`src/rtl/pll_sup_pkg.sv`:
```
package pll_sup_pkg;

    typedef enum logic [1:0] {
        ST_CAPTURE = 2'd0,
        ST_LOCKED  = 2'd1,
        ST_HOLD    = 2'd2
    } sup_state_e;

    typedef struct packed {
        logic up;
        logic dn;
    } pfd_flags_t;

    localparam int DEF_CNT_W   = 16;
    localparam int DEF_TO_W    = 16;
    localparam int DEF_LOCK_N  = 8;
    localparam int DEF_CLEAR_N = 4;
    localparam int DEF_LOSS_N  = 8;

endpackage

```
`src/rtl/pll_sup_period_meter.sv`:
```
module pll_sup_period_meter #(
    parameter int CNT_W = pll_sup_pkg::DEF_CNT_W
) (
    input  logic             clk,
    input  logic             rst,
    input  logic             edge_i,
    output logic [CNT_W-1:0] period_o,
    output logic             valid_o
);
    localparam logic [CNT_W-1:0] CNT_MAX = '1;
    localparam logic [CNT_W-1:0] CNT_ONE = CNT_W'(1);

    logic [CNT_W-1:0] span_q;
    logic             seen_q;

    always_ff @(posedge clk) begin
        if (rst) begin
            span_q   <= '0;
            seen_q   <= 1'b0;
            period_o <= '0;
            valid_o  <= 1'b0;
        end else begin
            valid_o <= 1'b0;
            if (edge_i) begin
                span_q   <= CNT_ONE;
                seen_q   <= 1'b1;
                period_o <= span_q;
                valid_o  <= seen_q;
            end else if (span_q != CNT_MAX) begin
                span_q <= span_q + CNT_ONE;
            end
        end
    end
endmodule

```
`src/rtl/pll_sup_pfd.sv`:
```
module pll_sup_pfd
    import pll_sup_pkg::*;
(
    input  logic       clk,
    input  logic       rst,
    input  logic       ref_i,
    input  logic       fb_i,
    output pfd_flags_t flags_o
);
    pfd_flags_t nxt;

    always_comb begin
        nxt.up = flags_o.up | ref_i;
        nxt.dn = flags_o.dn | fb_i;
        if (nxt.up && nxt.dn) begin
            nxt = '0;
        end
    end

    always_ff @(posedge clk) begin
        if (rst) begin
            flags_o <= '0;
        end else begin
            flags_o <= nxt;
        end
    end
endmodule

```
`src/rtl/pll_sup_fsm.sv`:
```
module pll_sup_fsm
    import pll_sup_pkg::*;
#(
    parameter int CNT_W   = DEF_CNT_W,
    parameter int TO_W    = DEF_TO_W,
    parameter int LOCK_N  = DEF_LOCK_N,
    parameter int CLEAR_N = DEF_CLEAR_N,
    parameter int LOSS_N  = DEF_LOSS_N
) (
    input  logic             clk,
    input  logic             rst,
    input  logic             ref_valid_i,
    input  logic [CNT_W-1:0] ref_per_i,
    input  logic             fb_valid_i,
    input  logic [CNT_W-1:0] fb_per_i,
    input  logic [CNT_W-1:0] tol_i,
    input  logic [CNT_W-1:0] noise_thr_i,
    input  logic [TO_W-1:0]  hold_max_i,
    output sup_state_e       state_o
);
    localparam int LK_W = $clog2(LOCK_N + 1);
    localparam int CL_W = $clog2(CLEAR_N + 1);
    localparam int LS_W = $clog2(LOSS_N + 1);
    localparam logic [LK_W-1:0] LK_LAST = LK_W'(LOCK_N - 1);
    localparam logic [CL_W-1:0] CL_LAST = CL_W'(CLEAR_N - 1);
    localparam logic [LS_W-1:0] LS_LAST = LS_W'(LOSS_N - 1);

    function automatic logic [CNT_W-1:0] absd(input logic [CNT_W-1:0] a,
                                              input logic [CNT_W-1:0] b);
        return (a >= b) ? (a - b) : (b - a);
    endfunction

    logic [CNT_W-1:0] good_ref_q, fb_last_q;
    logic             fb_have_q;
    logic [LK_W-1:0]  match_q;
    logic [CL_W-1:0]  clean_q;
    logic [LS_W-1:0]  drift_q;
    logic [TO_W-1:0]  hold_tmr_q;

    logic [CNT_W-1:0] d_ref_fb, d_ref_good, d_fb_good;
    logic [TO_W:0]    tmr_next;
    logic             hold_expired;

    assign d_ref_fb     = absd(ref_per_i, fb_last_q);
    assign d_ref_good   = absd(ref_per_i, good_ref_q);
    assign d_fb_good    = absd(fb_per_i, good_ref_q);
    assign tmr_next     = {1'b0, hold_tmr_q} + (TO_W+1)'(1);
    assign hold_expired = (tmr_next >= {1'b0, hold_max_i});

    always_ff @(posedge clk) begin
        if (rst) begin
            state_o    <= ST_CAPTURE;
            good_ref_q <= '0;
            fb_last_q  <= '0;
            fb_have_q  <= 1'b0;
            match_q    <= '0;
            clean_q    <= '0;
            drift_q    <= '0;
            hold_tmr_q <= '0;
        end else begin
            if (fb_valid_i) begin
                fb_last_q <= fb_per_i;
                fb_have_q <= 1'b1;
            end
            case (state_o)
                ST_CAPTURE: begin
                    hold_tmr_q <= '0;
                    drift_q    <= '0;
                    clean_q    <= '0;
                    if (ref_valid_i) begin
                        if (fb_have_q && (d_ref_fb <= tol_i)) begin
                            if (match_q == LK_LAST) begin
                                state_o    <= ST_LOCKED;
                                good_ref_q <= ref_per_i;
                                match_q    <= '0;
                            end else begin
                                match_q <= match_q + 1'b1;
                            end
                        end else begin
                            match_q <= '0;
                        end
                    end
                end
                ST_LOCKED: begin
                    if (ref_valid_i) begin
                        if (d_ref_good > noise_thr_i) begin
                            state_o    <= ST_HOLD;
                            hold_tmr_q <= '0;
                            clean_q    <= '0;
                        end else begin
                            good_ref_q <= ref_per_i;
                        end
                    end
                    if (fb_valid_i) begin
                        if (d_fb_good > tol_i) begin
                            if (drift_q == LS_LAST) begin
                                state_o <= ST_CAPTURE;
                                drift_q <= '0;
                                match_q <= '0;
                            end else begin
                                drift_q <= drift_q + 1'b1;
                            end
                        end else begin
                            drift_q <= '0;
                        end
                    end
                end
                ST_HOLD: begin
                    hold_tmr_q <= tmr_next[TO_W-1:0];
                    if (ref_valid_i) begin
                        if (d_ref_good <= noise_thr_i) begin
                            if (clean_q == CL_LAST) begin
                                state_o <= ST_LOCKED;
                                clean_q <= '0;
                                drift_q <= '0;
                            end else begin
                                clean_q <= clean_q + 1'b1;
                            end
                        end else begin
                            clean_q <= '0;
                        end
                    end
                    if (hold_expired) begin
                        state_o <= ST_CAPTURE;
                        match_q <= '0;
                    end
                end
                default: state_o <= ST_CAPTURE;
            endcase
        end
    end
endmodule

```
`src/rtl/pll_supervisor.sv`:
```
module pll_supervisor
    import pll_sup_pkg::*;
#(
    parameter int CNT_W   = DEF_CNT_W,
    parameter int TO_W    = DEF_TO_W,
    parameter int LOCK_N  = DEF_LOCK_N,
    parameter int CLEAR_N = DEF_CLEAR_N,
    parameter int LOSS_N  = DEF_LOSS_N
) (
    input  logic             clk,
    input  logic             rst,
    input  logic             ref_edge_i,
    input  logic             fb_edge_i,
    input  logic [CNT_W-1:0] tol_i,
    input  logic [CNT_W-1:0] noise_thr_i,
    input  logic [TO_W-1:0]  hold_max_i,
    output logic             bw_narrow_o,
    output logic             nd_arm_o,
    output logic             hold_o,
    output logic             up_o,
    output logic             dn_o
);
    localparam int N_IN = 2;

    logic [N_IN-1:0]  edge_vec;
    logic [N_IN-1:0]  valid_vec;
    logic [CNT_W-1:0] per_vec [N_IN];
    sup_state_e       state;
    pfd_flags_t       flags;

    assign edge_vec = {fb_edge_i, ref_edge_i};

    for (genvar g = 0; g < N_IN; g++) begin : g_meter
        pll_sup_period_meter #(.CNT_W(CNT_W)) u_meter (
            .clk      (clk),
            .rst      (rst),
            .edge_i   (edge_vec[g]),
            .period_o (per_vec[g]),
            .valid_o  (valid_vec[g])
        );
    end

    pll_sup_fsm #(
        .CNT_W   (CNT_W),
        .TO_W    (TO_W),
        .LOCK_N  (LOCK_N),
        .CLEAR_N (CLEAR_N),
        .LOSS_N  (LOSS_N)
    ) u_fsm (
        .clk         (clk),
        .rst         (rst),
        .ref_valid_i (valid_vec[0]),
        .ref_per_i   (per_vec[0]),
        .fb_valid_i  (valid_vec[1]),
        .fb_per_i    (per_vec[1]),
        .tol_i       (tol_i),
        .noise_thr_i (noise_thr_i),
        .hold_max_i  (hold_max_i),
        .state_o     (state)
    );

    pll_sup_pfd u_pfd (
        .clk     (clk),
        .rst     (rst),
        .ref_i   (ref_edge_i),
        .fb_i    (fb_edge_i),
        .flags_o (flags)
    );

    assign bw_narrow_o = (state != ST_CAPTURE);
    assign nd_arm_o    = (state != ST_CAPTURE);
    assign hold_o      = (state == ST_HOLD);
    assign up_o        = flags.up & ~hold_o;
    assign dn_o        = flags.dn & ~hold_o;
endmodule

```
`config.mk`:
```
export PLATFORM = sky130hd
export DESIGN_NAME = pll_supervisor
export DESIGN_NICKNAME = d
export VERILOG_FILES = /design/src/rtl/pll_sup_pkg.sv /design/src/rtl/pll_sup_period_meter.sv /design/src/rtl/pll_sup_pfd.sv /design/src/rtl/pll_sup_fsm.sv /design/src/rtl/pll_supervisor.sv
export SDC_FILE = /design/constraint.sdc
export NUM_CORES = 1
export LEC_CHECK = 0
export BUFFER_PORTS_ARGS = -buffer_cell sky130_fd_sc_hd__buf_2
export CAP_MARGIN = 20
export CELL_PAD_IN_SITES_DETAIL_PLACEMENT = 1
export CELL_PAD_IN_SITES_GLOBAL_PLACEMENT = 2
export CORE_MARGIN = 1.5
export CORE_UTILIZATION = 38
export DETAILED_ROUTE_END_ITERATION = 10
export PLACE_DENSITY_LB_ADDON = 0.1
export SYNTH_ARGS = -nofsm -noshare
export SYNTH_HDL_FRONTEND = slang
export SYNTH_SLANG_ARGS = --single-unit
```
`constraint.sdc`:
```
create_clock -name clk -period 6.6 [get_ports clk]
set_clock_uncertainty 0.15 [all_clocks]
set_input_delay 0.33 -clock clk [delete_from_list [all_inputs] [get_ports clk]]
set_output_delay 0.33 -clock clk [all_outputs]
set_load 0.02 [all_outputs]
```
==> metrics <==
GRT Util Overall=0.253; Worst setup EP type=flip-flop; Worst Setup Start Kind=flip-flop; Worst Path Buf+Inv=1; final setup violation count=0; status=completed; Worst-path clk slew=70 ps; max-slew violation count=0; post-CTS setup buffers=0; Post-Synthesis Cells=1,507; die height=180 um; sw frac=0.317; area post-placement=12,600 sq um; Finished Cell Area=13,100 sq um; final hold viol count=0; initial antenna violation count=1; Resized Gates After CTS=0; Pwr Density=158 nW/um^2; maximum vdd drop=180 uV; first-pass GRT wire length=64,300 um; clock root buffer=clkbuf_16; Comb power frac=0.159; setup_tns=0 ps; synthesized area=12,000 sq um; final WL=40,200 um; Rows=64; DR iter-0 viols=613; worst min path class=input port to flip-flop; CTS Buf Count=17; Overflow after GRT=0; Inst Count DP=1,905; nets@finish=1,753; Core Area=30,700 sq um; r2r worst-path depth=18; 1st-pass router iterations=5; CTS tree=built; Period minus WS final=6180 ps; Initial Util=0.389; cell chain of the critical path=inv_1, ha_1, nand4_1, or3_1, a21oi_1, o21bai_1, a21o_1, nand2_1, mux2i_1, xor2_1, ha_1, a21o_1, a21oi_1, o21ai_0, o31ai_1, a31oi_1, or4_1, a211oi_1; ys flop type=dfxtp_1; largest net degree at the start of global routing=60; syn avg cell area=7.94 sq um; RSZ-0062 raised after global routing=no; Layout Cells excl Fill=1,938; Yosys top cell by area=dfxtp_1; hold_buf cts=0; wire per inst=20.8 um; Die Wd=180 um; routability cong.=0.882; Routed Antenna Nets=0; Area Growth Syn to Fin=9.72%; Netlist cell types=77; dpl hpwl=32,200 um; cell depth of the worst setup path=18; arrival time at the worst endpoint=6380 ps; fmax=162 MHz; most frequent cells in the layout=ha_1, inv_1, dfxtp_1; max cap viols=0; sw power=657 uW; Remaining DRCs=0; syn_nets=1,732; P_int=1.41 mW; synthesis-stage register bit count=132; sequential element share of the synthesized area=0.221; post-synth top area share=0.221; layout cell share with drive strength beyond 1=0.0850; via count=10,900; Sink Count=132; r2r setup slk=420 ps; crit-path max FO=12; Post-synth EDFFs=0; Hold Path Cell Cnt=2; Worst path slowest cell=nand2_1; delay-heaviest family, CP=compound AO/OA/AOI/OAI gates; fin crit share=0.936; Multi-input gate area=8420 sq um; Worst Tran Pin Value=761 ps; commonest non-fill, non-tap cell in the layout=ha_1; CP Class=flip-flop to flip-flop; Fillers=3,796; Worst slew margin=0.492; IO Pins=57; Pleak=6.01 nW; Crit path required time=6800 ps; DIE AREA=32,600 sq um; clock network fraction of total power=0.449; share of flip-flops with an asynchronous set or reset=0; H-tree depth=4; crit-path max cell delay=540 ps; Seq pwr share=0.392; worst-skew pair later-pin latency=450 ps; Reg area=2640 sq um; IO buf count=56; top cells by area, synth=dfxtp_1, ha_1, mux2i_1; vias in the first global route=11,400; YS warnings=0; routed vias/inst=5.61; Clock Path Buffers=2
synthesized netlist by cell type, drive strengths merged, types with 32 or more instances:
cell / count
a21o: 68
nand4: 40
inv: 162
xor2: 32
nand2: 62
nor2: 128
clkbuf: 43
nand3: 53
a21oi: 120
mux2i: 79
dfxtp: 132
xnor2: 42
ha: 167
o21ai: 85
final timing paths:
| kind | to | start |
|---|---|---|
| hold reg to reg | u_fsm.clean_q[2]$_SDFFE_PP0P_ | u_fsm.clean_q[2]$_SDFFE_PP0P_ |
| setup / recovery | u_fsm.state_o[1]$_SDFFE_PP0P_ | g_meter[0].u_meter.period_o[6]$_SDFFE_PP0P_ |
| setup reg to reg | u_fsm.state_o[1]$_SDFFE_PP0P_ | g_meter[0].u_meter.period_o[6]$_SDFFE_PP0P_ |
| hold / removal | g_meter[1].u_meter.seen_q$_SDFFE_PP0P_ | rst |
state kept, by name (all words and copies together) (netlist names):
| register | count |
|---|---|
| u_fsm.fb_last_q | 16 |
| u_pfd.flags_o | 2 |
| g_meter.u_meter.seen_q | 2 |
| u_fsm.state_o | 2 |
| u_fsm.fb_have_q | 1 |
| u_fsm.clean_q | 3 |
| u_fsm.match_q | 4 |
| u_fsm.drift_q | 4 |
| u_fsm.good_ref_q | 16 |
| u_fsm.hold_tmr_q | 16 |
| g_meter.u_meter.valid_o | 2 |
| g_meter.u_meter.period_o | 32 |
| g_meter.u_meter.span_q | 32 |
metrics by stage:
stage / setup WS, ps / hold slack (ps) / total power, mW / utilization
after floorplan: 1680 / 262 / 1.05 / -
after global placement: 536 / 272 / 1.15 / 0.409
after detailed placement: 555 / 282 / 1.16 / 0.409
after global routing: 56.6 / 213 / 2.16 / 0.427
after CTS: 465 / 175 / 2.10 / 0.427
final: 422 / 192 / 2.07 / 0.427
cells by family after synthesis:
| kind of cell | share of synthesized area |
|---|---|
| AO/OA/AOI/OAI | 0.227 |
| XOR/XNOR | 0.0542 |
| adder cells (fa/ha/maj) | 0.185 |
| buffers and inverters | 0.0755 |
| flip-flops | 0.221 |
| multiplexers | 0.0721 |
| AND/OR/NAND/NOR | 0.166 |
power groups by stage:
stage	Combinational [mW]	Clock [mW]	Sequential, mW
3_3_place_gp	0.325	0	0.829
2_1_floorplan	0.222	0	0.826
3_5_place_dp	0.328	0	0.830
6_report	0.329	0.931	0.811
4_1_cts	0.330	0.959	0.811
5_1_grt	0.364	0.983	0.812
worst reg2reg max path: stages, from the launching register on:
cell and delay [ps]:
dfxtp_1 430, inv_1 110, ha_1 510, nand4_1 210
or3_1 440, a21oi_1 310, o21bai_1 180, a21o_1 210
nand2_1 540, mux2i_1 320, xor2_1 200, ha_1 270
a21o_1 180, a21oi_1 270, o21ai_0 270, o31ai_1 470
a31oi_1 300, or4_1 480, a211oi_1 250
layout make-up:
class / instances / share of cell area
multi-input combinational: 1142 / 0.642
sequential: 132 / 0.201
inverter: 163 / 0.0466
tap: 396 / 0.0377
clock buffer: 17 / 0.0324
timing repair buffer: 72 / 0.0307
clock inverter: 15 / 0.00925
antenna: 1 / 0.000191
metal layers:
metal  wire length, um  vias up  GRT usage  part of all wire
met1             18600     5275      0.321              0.46
met5                 0        -          0                 0
met2             19500      162      0.444              0.49
met3              1340       36     0.0356             0.033
li1                  -     5403          -                 -
met4               730        0     0.0729             0.018
Power figures use the tool's default switching activity.
